`src/rtl/mcf_pkg.sv`:
```
package mcf_pkg;
  localparam logic       REG_FILT  = 1'b0;
  localparam logic       REG_STAT  = 1'b1;
  localparam int         ST_IRQ    = 0;
  localparam int         ST_VACT   = 1;
  localparam int         ST_VDEA   = 2;
  localparam logic [1:0] MODE_AUTO = 2'b00;
endpackage

```
`src/rtl/mcf_persist_cell.sv`:
```
module mcf_persist_cell #(
  parameter int RUN_W = 2
) (
  input  logic clk,
  input  logic rst_n,
  input  logic clr_i,
  input  logic step_i,
  input  logic bit_i,
  input  logic need3_i,
  output logic qual_o
);
  localparam logic [RUN_W-1:0] RUN_MAX  = '1;
  localparam logic [RUN_W-1:0] RUN_ONE  = RUN_W'(1);
  localparam logic [RUN_W-1:0] NEED_DUO = RUN_W'(2);
  localparam logic [RUN_W-1:0] NEED_TRI = RUN_W'(3);

  logic             last_q;
  logic [RUN_W-1:0] run_q, run_nx, need;

  always_comb begin
    if (run_q != '0 && last_q == bit_i)
      run_nx = (run_q == RUN_MAX) ? run_q : run_q + RUN_ONE;
    else
      run_nx = RUN_ONE;
  end

  assign need   = need3_i ? NEED_TRI : NEED_DUO;
  assign qual_o = step_i && (run_nx >= need);

  always_ff @(posedge clk or negedge rst_n) begin
    if (!rst_n) begin
      last_q <= 1'b0;
      run_q  <= '0;
    end else if (clr_i) begin
      last_q <= 1'b0;
      run_q  <= '0;
    end else if (step_i) begin
      last_q <= bit_i;
      run_q  <= run_nx;
    end
  end
endmodule

```
`src/rtl/mcf_verify.sv`:
```
module mcf_verify import mcf_pkg::*; (
  input  logic       clk,
  input  logic       rst_n,
  input  logic       soft_rst_i,
  input  logic       sync_rise_i,
  input  logic [1:0] mode_i,
  input  logic       nt_role_i,
  input  logic       act_qual_i,
  input  logic       act_bit_i,
  input  logic       dea_qual_i,
  input  logic       dea_bit_i,
  output logic       vact_o,
  output logic       vdea_o
);
  always_ff @(posedge clk or negedge rst_n) begin
    if (!rst_n) begin
      vact_o <= 1'b0;
      vdea_o <= 1'b0;
    end else if (soft_rst_i || sync_rise_i || mode_i != MODE_AUTO) begin
      vact_o <= 1'b0;
      vdea_o <= 1'b0;
    end else begin
      if (act_qual_i) vact_o <= act_bit_i;
      if (!nt_role_i)      vdea_o <= 1'b0;
      else if (dea_qual_i) vdea_o <= ~dea_bit_i;
    end
  end
endmodule

```
`src/rtl/mcf_host_regs.sv`:
```
module mcf_host_regs import mcf_pkg::*; #(
  parameter int W = 8
) (
  input  logic         clk,
  input  logic         rst_n,
  input  logic         soft_rst_i,
  input  logic         sync_rise_i,
  input  logic         unlock_i,
  input  logic         host_wr_i,
  input  logic         host_addr_i,
  input  logic [W-1:0] host_wdata_i,
  input  logic [W-1:0] qual_i,
  input  logic [W-1:0] rx_byte_i,
  input  logic         vact_i,
  input  logic         vdea_i,
  output logic [W-1:0] filt_o,
  output logic         irq_o,
  output logic [W-1:0] host_rdata_o
);
  logic [W-1:0] preset_q, filt_nx, commit_mask, stat;
  logic         wr_filt, clr_irq;

  assign wr_filt     = host_wr_i && host_addr_i == REG_FILT && unlock_i;
  assign clr_irq     = host_wr_i && host_addr_i == REG_STAT && host_wdata_i[ST_IRQ];
  assign commit_mask = qual_i & (rx_byte_i ^ filt_o);
  assign filt_nx     = (filt_o & ~qual_i) | (rx_byte_i & qual_i);

  always_ff @(posedge clk or negedge rst_n) begin
    if (!rst_n)            preset_q <= '0;
    else if (soft_rst_i)   preset_q <= '0;
    else if (wr_filt)      preset_q <= host_wdata_i;
  end

  always_ff @(posedge clk or negedge rst_n) begin
    if (!rst_n)            filt_o <= '0;
    else if (soft_rst_i)   filt_o <= '0;
    else if (wr_filt)      filt_o <= host_wdata_i;
    else if (sync_rise_i)  filt_o <= preset_q;
    else                   filt_o <= filt_nx;
  end

  always_ff @(posedge clk or negedge rst_n) begin
    if (!rst_n)              irq_o <= 1'b0;
    else if (soft_rst_i)     irq_o <= 1'b0;
    else if (|commit_mask)   irq_o <= 1'b1;
    else if (clr_irq)        irq_o <= 1'b0;
  end

  always_comb begin
    stat          = '0;
    stat[ST_IRQ]  = irq_o;
    stat[ST_VACT] = vact_i;
    stat[ST_VDEA] = vdea_i;
    host_rdata_o  = (host_addr_i == REG_STAT) ? stat : filt_o;
  end
endmodule

```
`src/rtl/mchan_bit_filter.sv`:
```
module mchan_bit_filter import mcf_pkg::*; #(
  parameter int W       = 8,
  parameter int ACT_IDX = 7,
  parameter int DEA_IDX = 6,
  parameter int AUX_IDX = 1
) (
  input  logic         clk,
  input  logic         rst_n,
  input  logic         soft_rst_i,
  input  logic         link_up_i,
  input  logic         sf_sync_i,
  input  logic [1:0]   mode_i,
  input  logic         nt_role_i,
  input  logic         trinal_en_i,
  input  logic         cust_en_i,
  input  logic         deact_req_i,
  input  logic         rx_valid_i,
  output logic         rx_ready_o,
  input  logic [W-1:0] rx_byte_i,
  input  logic         host_wr_i,
  input  logic         host_addr_i,
  input  logic [W-1:0] host_wdata_i,
  output logic [W-1:0] host_rdata_o,
  output logic         irq_o,
  output logic         cust_transp_o,
  output logic         deact_resp_o
);
  localparam int RUN_W = 2;

  logic         sync_q, sync_rise, accept, hist_clr, unlock;
  logic         irq, vact, vdea;
  logic [W-1:0] qual, need3, filt;

  always_ff @(posedge clk or negedge rst_n) begin
    if (!rst_n)          sync_q <= 1'b0;
    else if (soft_rst_i) sync_q <= 1'b0;
    else                 sync_q <= sf_sync_i;
  end

  assign sync_rise  = sf_sync_i & ~sync_q;
  assign rx_ready_o = 1'b1;
  assign accept     = rx_valid_i & rx_ready_o & sf_sync_i;
  assign hist_clr   = soft_rst_i | ~sf_sync_i;
  assign unlock     = ~link_up_i | ~sf_sync_i;

  for (genvar i = 0; i < W; i++) begin : g_cell
    localparam bit IS_TRI = (i == ACT_IDX) || (i == DEA_IDX) || (i == AUX_IDX);
    assign need3[i] = trinal_en_i & IS_TRI;
    mcf_persist_cell #(.RUN_W(RUN_W)) u_cell (
      .clk     (clk),
      .rst_n   (rst_n),
      .clr_i   (hist_clr),
      .step_i  (accept),
      .bit_i   (rx_byte_i[i]),
      .need3_i (need3[i]),
      .qual_o  (qual[i])
    );
  end

  mcf_verify u_verify (
    .clk         (clk),
    .rst_n       (rst_n),
    .soft_rst_i  (soft_rst_i),
    .sync_rise_i (sync_rise),
    .mode_i      (mode_i),
    .nt_role_i   (nt_role_i),
    .act_qual_i  (qual[ACT_IDX]),
    .act_bit_i   (rx_byte_i[ACT_IDX]),
    .dea_qual_i  (qual[DEA_IDX]),
    .dea_bit_i   (rx_byte_i[DEA_IDX]),
    .vact_o      (vact),
    .vdea_o      (vdea)
  );

  mcf_host_regs #(.W(W)) u_regs (
    .clk          (clk),
    .rst_n        (rst_n),
    .soft_rst_i   (soft_rst_i),
    .sync_rise_i  (sync_rise),
    .unlock_i     (unlock),
    .host_wr_i    (host_wr_i),
    .host_addr_i  (host_addr_i),
    .host_wdata_i (host_wdata_i),
    .qual_i       (qual),
    .rx_byte_i    (rx_byte_i),
    .vact_i       (vact),
    .vdea_i       (vdea),
    .filt_o       (filt),
    .irq_o        (irq),
    .host_rdata_o (host_rdata_o)
  );

  assign irq_o         = irq;
  assign cust_transp_o = vact | cust_en_i;
  assign deact_resp_o  = vdea | deact_req_i;
endmodule

```
`config.mk`:
```
export PLATFORM = sky130hd
export DESIGN_NAME = mchan_bit_filter
export DESIGN_NICKNAME = d
export VERILOG_FILES = /design/src/rtl/mcf_pkg.sv /design/src/rtl/mcf_persist_cell.sv /design/src/rtl/mcf_verify.sv /design/src/rtl/mcf_host_regs.sv /design/src/rtl/mchan_bit_filter.sv
export SDC_FILE = /design/constraint.sdc
export NUM_CORES = 1
export LEC_CHECK = 0
export ABC_AREA = 1
export BUFFER_PORTS_ARGS = -buffer_cell sky130_fd_sc_hd__buf_2
export CORE_UTILIZATION = 55
export CTS_CLUSTER_DIAMETER = 50
export DETAILED_ROUTE_END_ITERATION = 16
export PLACE_DENSITY = 0.89
export SKIP_CTS_REPAIR_TIMING = 1
export SLEW_MARGIN = 10
export SYNTH_ARGS = -nofsm -noshare
export SYNTH_HDL_FRONTEND = slang
export SYNTH_SLANG_ARGS = --single-unit
```
`constraint.sdc`:
```
create_clock -name clk -period 3.2 [get_ports clk]
set_clock_uncertainty 0.15 [all_clocks]
set_input_delay 0.32 -clock clk [delete_from_list [all_inputs] [get_ports clk]]
set_output_delay 0.32 -clock clk [all_outputs]
set_load 0.02 [all_outputs]
```
==> results.sh, run 1 <==
export IMPL_antenna_found_initial=0
export IMPL_leakagePower_nw=1.387
export IMPL_critPathTopFamily="simple AND/OR/NAND/NOR gates"
export IMPL_grt_max_degree=45
export IMPL_pwr_share_comb_pct=16.9
export IMPL_final_cells=399
export IMPL_drt_initial_drc_count=146
export IMPL_ys_ff_latch=44
export IMPL_worst_slack_ps=1248
export IMPL_path_cells="inv_1, nand2_1, nand3_1, nor3_1, ha_1, inv_1, nand2_1, nand2_1, nor3_1, nor2_1, nand3_1, nand2_1, inv_1"
export IMPL_grt_pass1_vias=2004
export IMPL_clk_path_buf_depth=2
export IMPL_vias_per_cell=5.393
export IMPL_crit_start="g_cell[1].u_cell.run_q[0]$_DFFE_PN0P_"
export IMPL_cp_slowest_cell="dfrtp_1"
export IMPL_dpl_hpwl_um=3839
export IMPL_path_clk_slew_ps=70
export IMPL_grt_pass1_wl_um=8866
export IMPL_worstSetupPathDepth=13
export IMPL_cts_tree="done"
export IMPL_drc=0
export IMPL_final_cell_mix="inv_1 (51), nand2_1 (51), dfrtp_1 (44), buf_2 (40), nand3_1 (25)"
export IMPL_p_per_area_nw_per_um2=409.3
export IMPL_worstSetupPathType="flop to flop"
export IMPL_grt_use_met2_pct=40.90
export IMPL_cpPeakStageDelay_ps=330
export IMPL_top_usage_layer="met2"
export IMPL_port_buffers=40
export IMPL_clkPwrFrac_pct=29.8
export IMPL_dieWidth_um=68.84
export IMPL_status="complete, no violations"
export IMPL_use_met1_pct=34.15
export IMPL_crit_path_start_kind="flop"
export IMPL_ant_nets=0
export IMPL_seq_area_um2=1101
export IMPL_syn_cell_area_um2=2457
export IMPL_dp_slack_ps=1173
export IMPL_power_mw=1.119
export IMPL_worstPathArrival_ps=2000
export IMPL_syn_num_nets=346
export IMPL_core_um2=4144
export IMPL_maxCapViolCount=0
export IMPL_maxSlewHeadroom_pct=36.19
export IMPL_syn_area_per_cell_um2=7.851
export IMPL_crit_buf_inv=3
export IMPL_cp_common_cell="nand2_1"
export IMPL_n_fill_cell=366
export IMPL_syn_inst=313
export IMPL_multi_input_area_um2=1092
export IMPL_start_util_pct=59.30
export IMPL_r2r_start="g_cell[1].u_cell.run_q[0]$_DFFE_PN0P_"
export IMPL_grt_met3_usage_pct=5.592
export IMPL_peakVddDrop_mv=0.3695
export IMPL_rsz0062_at_grt="false"
export IMPL_worst_hold_slack_ps=14.24
export IMPL_setup_violations=0
export IMPL_clkSinkCount=44
export IMPL_min_period_ps=1952
export IMPL_n_antenna_cell=0
export IMPL_fin_nets=382
export IMPL_fp_row_count=23
export IMPL_overflow=0
export IMPL_ios=42
export IMPL_final_max_slew_viol_count=0
export IMPL_place_congestion=0.8791
export IMPL_cts_root_buf="clkbuf_8"
export IMPL_wl_per_cell_um=13.18
export IMPL_fmax_ghz=0.5123
export IMPL_power_internal_mw=0.7921
export IMPL_cp_max_fo=4
export IMPL_wirelength_um=5258
export IMPL_area_growth_pct=11.20
export IMPL_r2r_cells=13
export IMPL_drtPass1Iterations=4
export IMPL_dr_total_vias=2152
export IMPL_grt_total_usage_pct=25.96
export IMPL_worst_pin_slew_ps=957.1
export IMPL_swShare_pct=29.19
export IMPL_holdCritPathClass="primary input to async pin"
export IMPL_period_share_pct=61.00
export IMPL_hold_viol=0
export IMPL_ys_seq_area_share_pct=44.81
export IMPL_cts_buffers_inserted=5
export IMPL_dieArea_um2=4739
export IMPL_ys_types=29
export IMPL_cp_end_kind="flop"
export IMPL_pwr_share_seq_pct=53.3
export IMPL_p_sw_mw=0.3265
export IMPL_dp_cells=392
export IMPL_drive_above_1_share_pct=19.48
export IMPL_insertion_delay_ps=300
export IMPL_ys_warn_count=0
export IMPL_die_y_um=68.84
export IMPL_setup_tns_ps=0
export IMPL_htree_levels=2
export IMPL_crit_required_ps=3250
-- cells in the mapped netlist, drive strengths merged --
| master | instances | area share, % |
|---|---|---|
| inv | 53 | 8.1 |
| ha | 3 | 1.5 |
| or2 | 2 | 0.51 |
| mux2 | 1 | 0.46 |
| nand2 | 59 | 9.8 |
| xor2 | 3 | 1.1 |
| o21ai | 32 | 6.5 |
| nor2 | 31 | 6.8 |
| nor3 | 4 | 0.81 |
| a21oi | 12 | 2.9 |
| nand3 | 25 | 5.1 |
| nand3b | 1 | 0.31 |
| o31ai | 2 | 0.61 |
| clkbuf | 1 | 0.15 |
| conb | 1 | 0.15 |
| o22ai | 18 | 4.6 |
| nor4 | 1 | 0.25 |
| and3 | 5 | 1.3 |
| xnor2 | 5 | 1.8 |
| dfrtp | 44 | 45 |
| buf | 10 | 2.5 |
-- logic make-up after synthesis --
family	after synthesis	share of synthesized area, %
buffers and inverters	64	10.74
xor gates and xnor gates	8	2.851
and+or+nand+nor	128	24.85
muxes	1	0.4582
other	1	0.1526
AOI/OAI and AO/OA	64	14.61
adders and majority gates	3	1.528
DFF	44	44.81
-- metrics by stage --
step                area (um^2)  util, %
floorplan                  2457        -
finish                     2733    65.94
CTS                        2733    65.94
global placement           2655    64.07
global route               2733    65.94
detailed placement         2655    64.07
-- worst paths after layout --
| path | to | slack, ps |
|---|---|---|
| worst max register to register | u_regs.irq_o$_DFFE_PN0P_ | 1250 |
| worst max-delay path | u_regs.irq_o$_DFFE_PN0P_ | 1250 |
| max in group asynchronous | g_cell[7].u_cell.last_q$_DFFE_PN0P_ | 2290 |
| min in group clk | u_regs.filt_o[2]$_DFF_PN0_ | 100 |
| worst min-delay path | u_regs.preset_q[7]$_DFFE_PN0P_ | 10 |
| worst min register to register | g_cell[3].u_cell.last_q$_DFFE_PN0P_ | 380 |
-- sequential cells by signal, indices dropped and copies added (netlist names) --
register	cells
sync_q	1
g_cell.u_cell.run_q	16
u_verify.vact_o	1
u_regs.filt_o	8
u_regs.irq_o	1
g_cell.u_cell.last_q	8
u_regs.preset_q	8
u_verify.vdea_o	1
-- power by group through the flow --
stage,Clock [mW],Combinational [mW],Sequential [mW]
final,0.333,0.189,0.596
after global routing,0.354,0.213,0.599
after CTS,0.341,0.189,0.596
after detailed placement,0,0.189,0.607
after global placement,0,0.183,0.606
after floorplan,0,0.127,0.604
-- area by class of cell --
| class | instances | share of cell area [%] |
|---|---|---|
| Clock buffer | 6 | 2.656 |
| Clock inverter | 1 | 0.1832 |
| Inverter | 53 | 7.280 |
| Multi-Input combinational cell | 205 | 39.97 |
| Sequential cell | 44 | 40.29 |
| Tap cell | 50 | 2.289 |
| Timing Repair Buffer | 40 | 7.326 |
-- metal layers --
layer / wire length, um / vias up
met5: 0 / -
met4: 112 / 0
met3: 264 / 10
met2: 2476 / 63
met1: 2405 / 999
li1: - / 1080
-- worst register-to-register path, cell delays in order, from the launching register on --
cell and delay [ps]:
dfrtp_1 330, inv_1 60, nand2_1 70, nand3_1 120
nor3_1 240, ha_1 280, inv_1 60, nand2_1 50
nand2_1 80, nor3_1 60, nor2_1 120, nand3_1 110
nand2_1 70, inv_1 30
No activity file was read; power rests on OpenSTA's default activity.
==> run 2, diff against run 1 <==
CORE_UTILIZATION = 50   (was 55)
PLACE_DENSITY = 0.86   (was 0.89)
clock period = 1.77 ns   (was 3.2 ns; I/O delays follow)
==> results.sh, run 2 (synthesized netlist as in run 1, its figures left out) <==
export IMPL_hold_viol=1
export IMPL_fin_nets=407
export IMPL_dieArea_um2=5199
export IMPL_fp_row_count=25
export IMPL_setup_tns_ps=-342.8
export IMPL_clk_path_buf_depth=2
export IMPL_violations="hold timing, setup timing"
export IMPL_multi_input_area_um2=1160
export IMPL_grt_max_degree=45
export IMPL_crit_path_start_kind="flop"
export IMPL_cp_end_kind="flop"
export IMPL_place_congestion=0.8534
export IMPL_drive_above_1_share_pct=28.53
export IMPL_n_antenna_cell=0
export IMPL_setup_violations=6
export IMPL_antenna_found_initial=0
export IMPL_worst_pin_slew_ps=527.8
export IMPL_worstSetupPathType="flop to flop"
export IMPL_drtPass1Iterations=4
export IMPL_fmax_ghz=0.5321
export IMPL_rsz0062_at_grt="true"
export IMPL_post_dp_cell_area_um2=2776
export IMPL_core_um2=4723
export IMPL_leakagePower_nw=1.528
export IMPL_cts_buffers_inserted=5
export IMPL_period_share_pct=106.2
export IMPL_dieWidth_um=72.11
export IMPL_vias_per_cell=5.247
export IMPL_port_buffers=40
export IMPL_die_y_um=72.11
export IMPL_worst_slack_ps=-109.5
export IMPL_grt_pass1_wl_um=8901
export IMPL_status="finished, violations left"
export IMPL_crit_required_ps=1840
export IMPL_regMostFlops="g_cell.u_cell.run_q"
export IMPL_maxSlewHeadroom_pct=64.49
export IMPL_area_growth_pct=25.51
export IMPL_p_per_area_nw_per_um2=729.4
export IMPL_dpl_hpwl_um=3937
export IMPL_maxCapViolCount=0
export IMPL_final_util_pct=65.30
export IMPL_ios=42
export IMPL_clkSinkCount=44
export IMPL_worst_hold_slack_ps=-3.280
export IMPL_seq_area_um2=1101
export IMPL_largest_register_ffs=16
export IMPL_grt_total_usage_pct=22.10
export IMPL_cts_root_buf="clkbuf_8"
export IMPL_path_clk_slew_ps=80
export IMPL_min_period_ps=1879
export IMPL_cts_tree="done"
export IMPL_wirelength_um=6009
export IMPL_peakVddDrop_mv=0.4394
export IMPL_cp_max_fo=3
export IMPL_grt_pass1_vias=1949
export IMPL_dr_total_vias=2319
export IMPL_overflow=0
export IMPL_final_common_cell="inv_1"
export IMPL_htree_levels=2
export IMPL_final_cell_mix="inv_1 (45), nand2_1 (44), dfrtp_1 (44), buf_2 (40), nand3_1 (24)"
export IMPL_final_max_slew_viol_count=0
export IMPL_insertion_delay_ps=290
export IMPL_n_fill_cell=375
export IMPL_ant_nets=0
export IMPL_final_area_um2=3084
export IMPL_holdCritPathClass="primary input to flop"
export IMPL_wl_per_cell_um=13.60
export IMPL_worstPathArrival_ps=1950
export IMPL_drc=0
export IMPL_drt_initial_drc_count=146
export IMPL_start_util_pct=52.03
==> run 2: worst max-delay path, stage by stage (launching register included) <==
cell and delay (ps):
dfrtp_1 400, inv_2 70, nand2_2 60, nand2_4 70, nor3_4 40, ha_1 290
inv_2 50, a21oi_4 160, nand2_2 100, buf_4 160, nor2_4 90, a21oi_1 50
nor2_1 110
==> run 2: final timing paths <==
| path | slack, ps | startpoint | depth (start not counted) | endpoint |
|---|---|---|---|---|
| setup / recovery | -110 | g_cell[7].u_cell.last_q$_DFFE_PN0P_ | 12 | u_verify.vact_o$_DFFE_PN0P_ |
| hold / removal | -3 | host_wdata_i[7] | 3 | u_regs.filt_o[7]$_DFF_PN0_ |
| setup reg to reg | -110 | g_cell[7].u_cell.last_q$_DFFE_PN0P_ | 12 | u_verify.vact_o$_DFFE_PN0P_ |
| hold reg to reg | 390 | g_cell[5].u_cell.run_q[0]$_DFFE_PN0P_ | 2 | g_cell[5].u_cell.run_q[0]$_DFFE_PN0P_ |
| max in group asynchronous | 1030 | rst_n | 3 | u_verify.vact_o$_DFFE_PN0P_ |
| min in group asynchronous | 240 | rst_n | 3 | u_regs.preset_q[0]$_DFFE_PN0P_ |
==> run 2: area by class of cell <==
type | count | area share (%)
Clock inverter | 2 | 1.136
Multi-Input combinational cell | 205 | 37.61
Tap cell | 67 | 2.718
Clock buffer | 6 | 2.353
Timing Repair Buffer | 65 | 14.04
Inverter | 53 | 6.450
Sequential cell | 44 | 35.70
==> run 2: per-layer routing <==
metal | up-vias | wire (um) | global-route usage, %
li1 | 1137 | - | -
met1 | 1085 | 2597 | 32.09
met2 | 83 | 2948 | 33.75
met3 | 14 | 318 | 4.306
met4 | 0 | 145 | 6.318
met5 | - | 0 | 0
==> run 2: through the flow <==
step,worst slack (ps),cells,power [mW]
after floorplan,27.15,313,1.321
after global placement,1.672,419,1.452
after detailed placement,-65.13,419,1.463
after CTS,-80.54,427,2.214
after global routing,-165.9,442,2.343
final,-109.5,442,2.250
==> run 2: where the power goes <==
| part | switching [mW] | leakage, nW | total [mW] | internal, mW |
|---|---|---|---|---|
| registers | 0.0307 | 0.598 | 1.08 | 1.05 |
| logic | 0.252 | 0.875 | 0.410 | 0.158 |
| clock network | 0.341 | 0.0552 | 0.760 | 0.419 |
| total | 0.624 | 1.53 | 2.25 | 1.63 |
==> run 3, diff against run 2 <==
CORE_UTILIZATION = 52   (was 50)
CTS_BUF_LIST = sky130_fd_sc_hd__clkbuf_4 sky130_fd_sc_hd__clkbuf_8   (was unset)
PLACE_DENSITY = 0.89   (was 0.86)
==> results.sh, run 3 (synthesized netlist as in run 1, its figures left out) <==
export IMPL_cpPeakStageDelay_ps=360
export IMPL_cp_common_cell="nand2_1"
export IMPL_ios=42
export IMPL_dieArea_um2=5005
export IMPL_fin_nets=402
export IMPL_min_period_ps=1930
export IMPL_cts_tree="done"
export IMPL_setup_tns_ps=-399.4
export IMPL_antenna_found_initial=0
export IMPL_cp_max_fo=2
export IMPL_dpl_hpwl_um=4218
export IMPL_setup_violations=4
export IMPL_final_max_slew_viol_count=0
export IMPL_peakVddDrop_mv=0.5475
export IMPL_power_mw=2.294
export IMPL_crit_path_start_kind="flop"
export IMPL_hold_viol=8
export IMPL_vias_per_cell=5.367
export IMPL_worst_slack_ps=-159.7
export IMPL_maxCapViolCount=0
export IMPL_final_cell_mix="inv_1 (48), nand2_1 (48), dfrtp_1 (44), buf_2 (40), nand3_1 (24)"
export IMPL_post_dp_cell_area_um2=2760
export IMPL_worstSetupPathType="flop to flop"
export IMPL_fp_row_count=24
export IMPL_fmax_ghz=0.5182
export IMPL_period_share_pct=109.0
export IMPL_insertion_delay_ps=300
export IMPL_dr_total_vias=2265
export IMPL_overflow=0
export IMPL_largest_register_ffs=16
export IMPL_wirelength_um=5890
export IMPL_area_growth_pct=22.15
export IMPL_worstPathArrival_ps=1960
export IMPL_drtPass1Iterations=10
export IMPL_drt_initial_drc_count=162
export IMPL_start_util_pct=55.29
export IMPL_cp_end_kind="flop"
export IMPL_path_cells="inv_1, nand2_1, nand3_2, nor3_2, ha_1, inv_1, nand2_1, nand2_2, nor2_2, nand2_1, nand2_1, o21ai_1, o21ai_1"
export IMPL_cts_buffers_inserted=5
export IMPL_drive_above_1_share_pct=26.49
export IMPL_n_fill_cell=338
export IMPL_clk_path_buf_depth=2
export IMPL_n_antenna_cell=0
export IMPL_violations="DRC, hold timing, setup timing"
export IMPL_holdCritPathClass="primary input to flop"
export IMPL_dieWidth_um=70.75
export IMPL_final_util_pct=67.54
export IMPL_final_cells=422
export IMPL_die_y_um=70.75
export IMPL_path_clk_slew_ps=80
export IMPL_final_area_um2=3002
export IMPL_wl_per_cell_um=13.96
export IMPL_worst_hold_slack_ps=-21.54
export IMPL_rsz0062_at_grt="true"
export IMPL_p_per_area_nw_per_um2=764.2
export IMPL_dp_cells=406
export IMPL_crit_required_ps=1800
export IMPL_regMostFlops="g_cell.u_cell.run_q"
export IMPL_cts_root_buf="clkbuf_8"
export IMPL_drc=2
export IMPL_cp_slowest_cell="dfrtp_1"
export IMPL_htree_levels=2
export IMPL_clkSinkCount=44
export IMPL_status="finished, violations left"
export IMPL_grt_max_degree=21
export IMPL_place_congestion=0.8571
export IMPL_ant_nets=0
export IMPL_core_um2=4444
export IMPL_grt_total_usage_pct=23.95
export IMPL_port_buffers=40
export IMPL_grt_pass1_vias=2096
export IMPL_leakagePower_nw=1.509
export IMPL_grt_pass1_wl_um=9259
## run 3: cell types whose count changed in the layout (fill, tap and decap cells not counted), moves of 2 or more
cell,delta
dlygate4sd3_1,-2
inv_2,-3
nand2_1,+4
buf_4,-2
inv_1,+3
nand2_2,-3
## run 3: power by group
group          switching (mW)  total, mW  internal, mW
Combinational           0.244      0.392         0.148
Clock                   0.361      0.822         0.462
Sequential             0.0311       1.08          1.05
Total                   0.636       2.29          1.66
## run 3: area by class of cell
| class | instances | area, um^2 | area share [%] |
|---|---|---|---|
| inverter | 53 | 198.9 | 6.628 |
| clock inverter | 2 | 38.79 | 1.292 |
| multi-input combinational | 205 | 1137 | 37.89 |
| clock buffer | 6 | 82.58 | 2.751 |
| timing repair buffer | 60 | 377.9 | 12.59 |
| tap | 52 | 65.06 | 2.168 |
| sequential | 44 | 1101 | 36.68 |
## run 3: stage by stage
| step | hold WS, ps | setup slack, ps |
|---|---|---|
| after CTS | -335.3 | -155.1 |
| after floorplan | -268.6 | 27.15 |
| after detailed placement | -6.934 | -50.16 |
| after global routing | 4.489 | -324.4 |
| final | -21.54 | -159.7 |
| after global placement | -15.87 | -6.360 |
## run 3: final timing paths
kind	start	to	slack (ps)	cells after the start
setup reg to reg	g_cell[1].u_cell.run_q[1]$_DFFE_PN0P_	u_regs.filt_o[1]$_DFF_PN0_	-160	13
hold reg to reg	u_verify.vdea_o$_DFFE_PN0P_	u_verify.vdea_o$_DFFE_PN0P_	390	2
min in group asynchronous	rst_n	g_cell[6].u_cell.run_q[1]$_DFFE_PN0P_	200	2
max in group asynchronous	rst_n	g_cell[2].u_cell.last_q$_DFFE_PN0P_	730	3
setup / recovery	g_cell[1].u_cell.run_q[1]$_DFFE_PN0P_	u_regs.filt_o[1]$_DFF_PN0_	-160	13
hold / removal	host_wdata_i[6]	u_regs.preset_q[6]$_DFFE_PN0P_	-20	3
## run 3: worst max-delay path: cells and delay by family (launching register included)
kind / cells / cell delay, ps
buffers and inverters: 2 / 110
and+or+nand+nor: 8 / 730
AOI/OAI and AO/OA: 2 / 190
DFF: 1 / 360
adders and majority gates: 1 / 260
## run 3: layer usage
layer / vias up / part of all wire, % / GRT usage [%]
met2: 86 / 48 / 39.85
met4: 0 / 3.3 / 13.33
met1: 1042 / 42 / 30.89
li1: 1120 / - / -
met3: 17 / 6.0 / 2.422
met5: - / 0 / 0
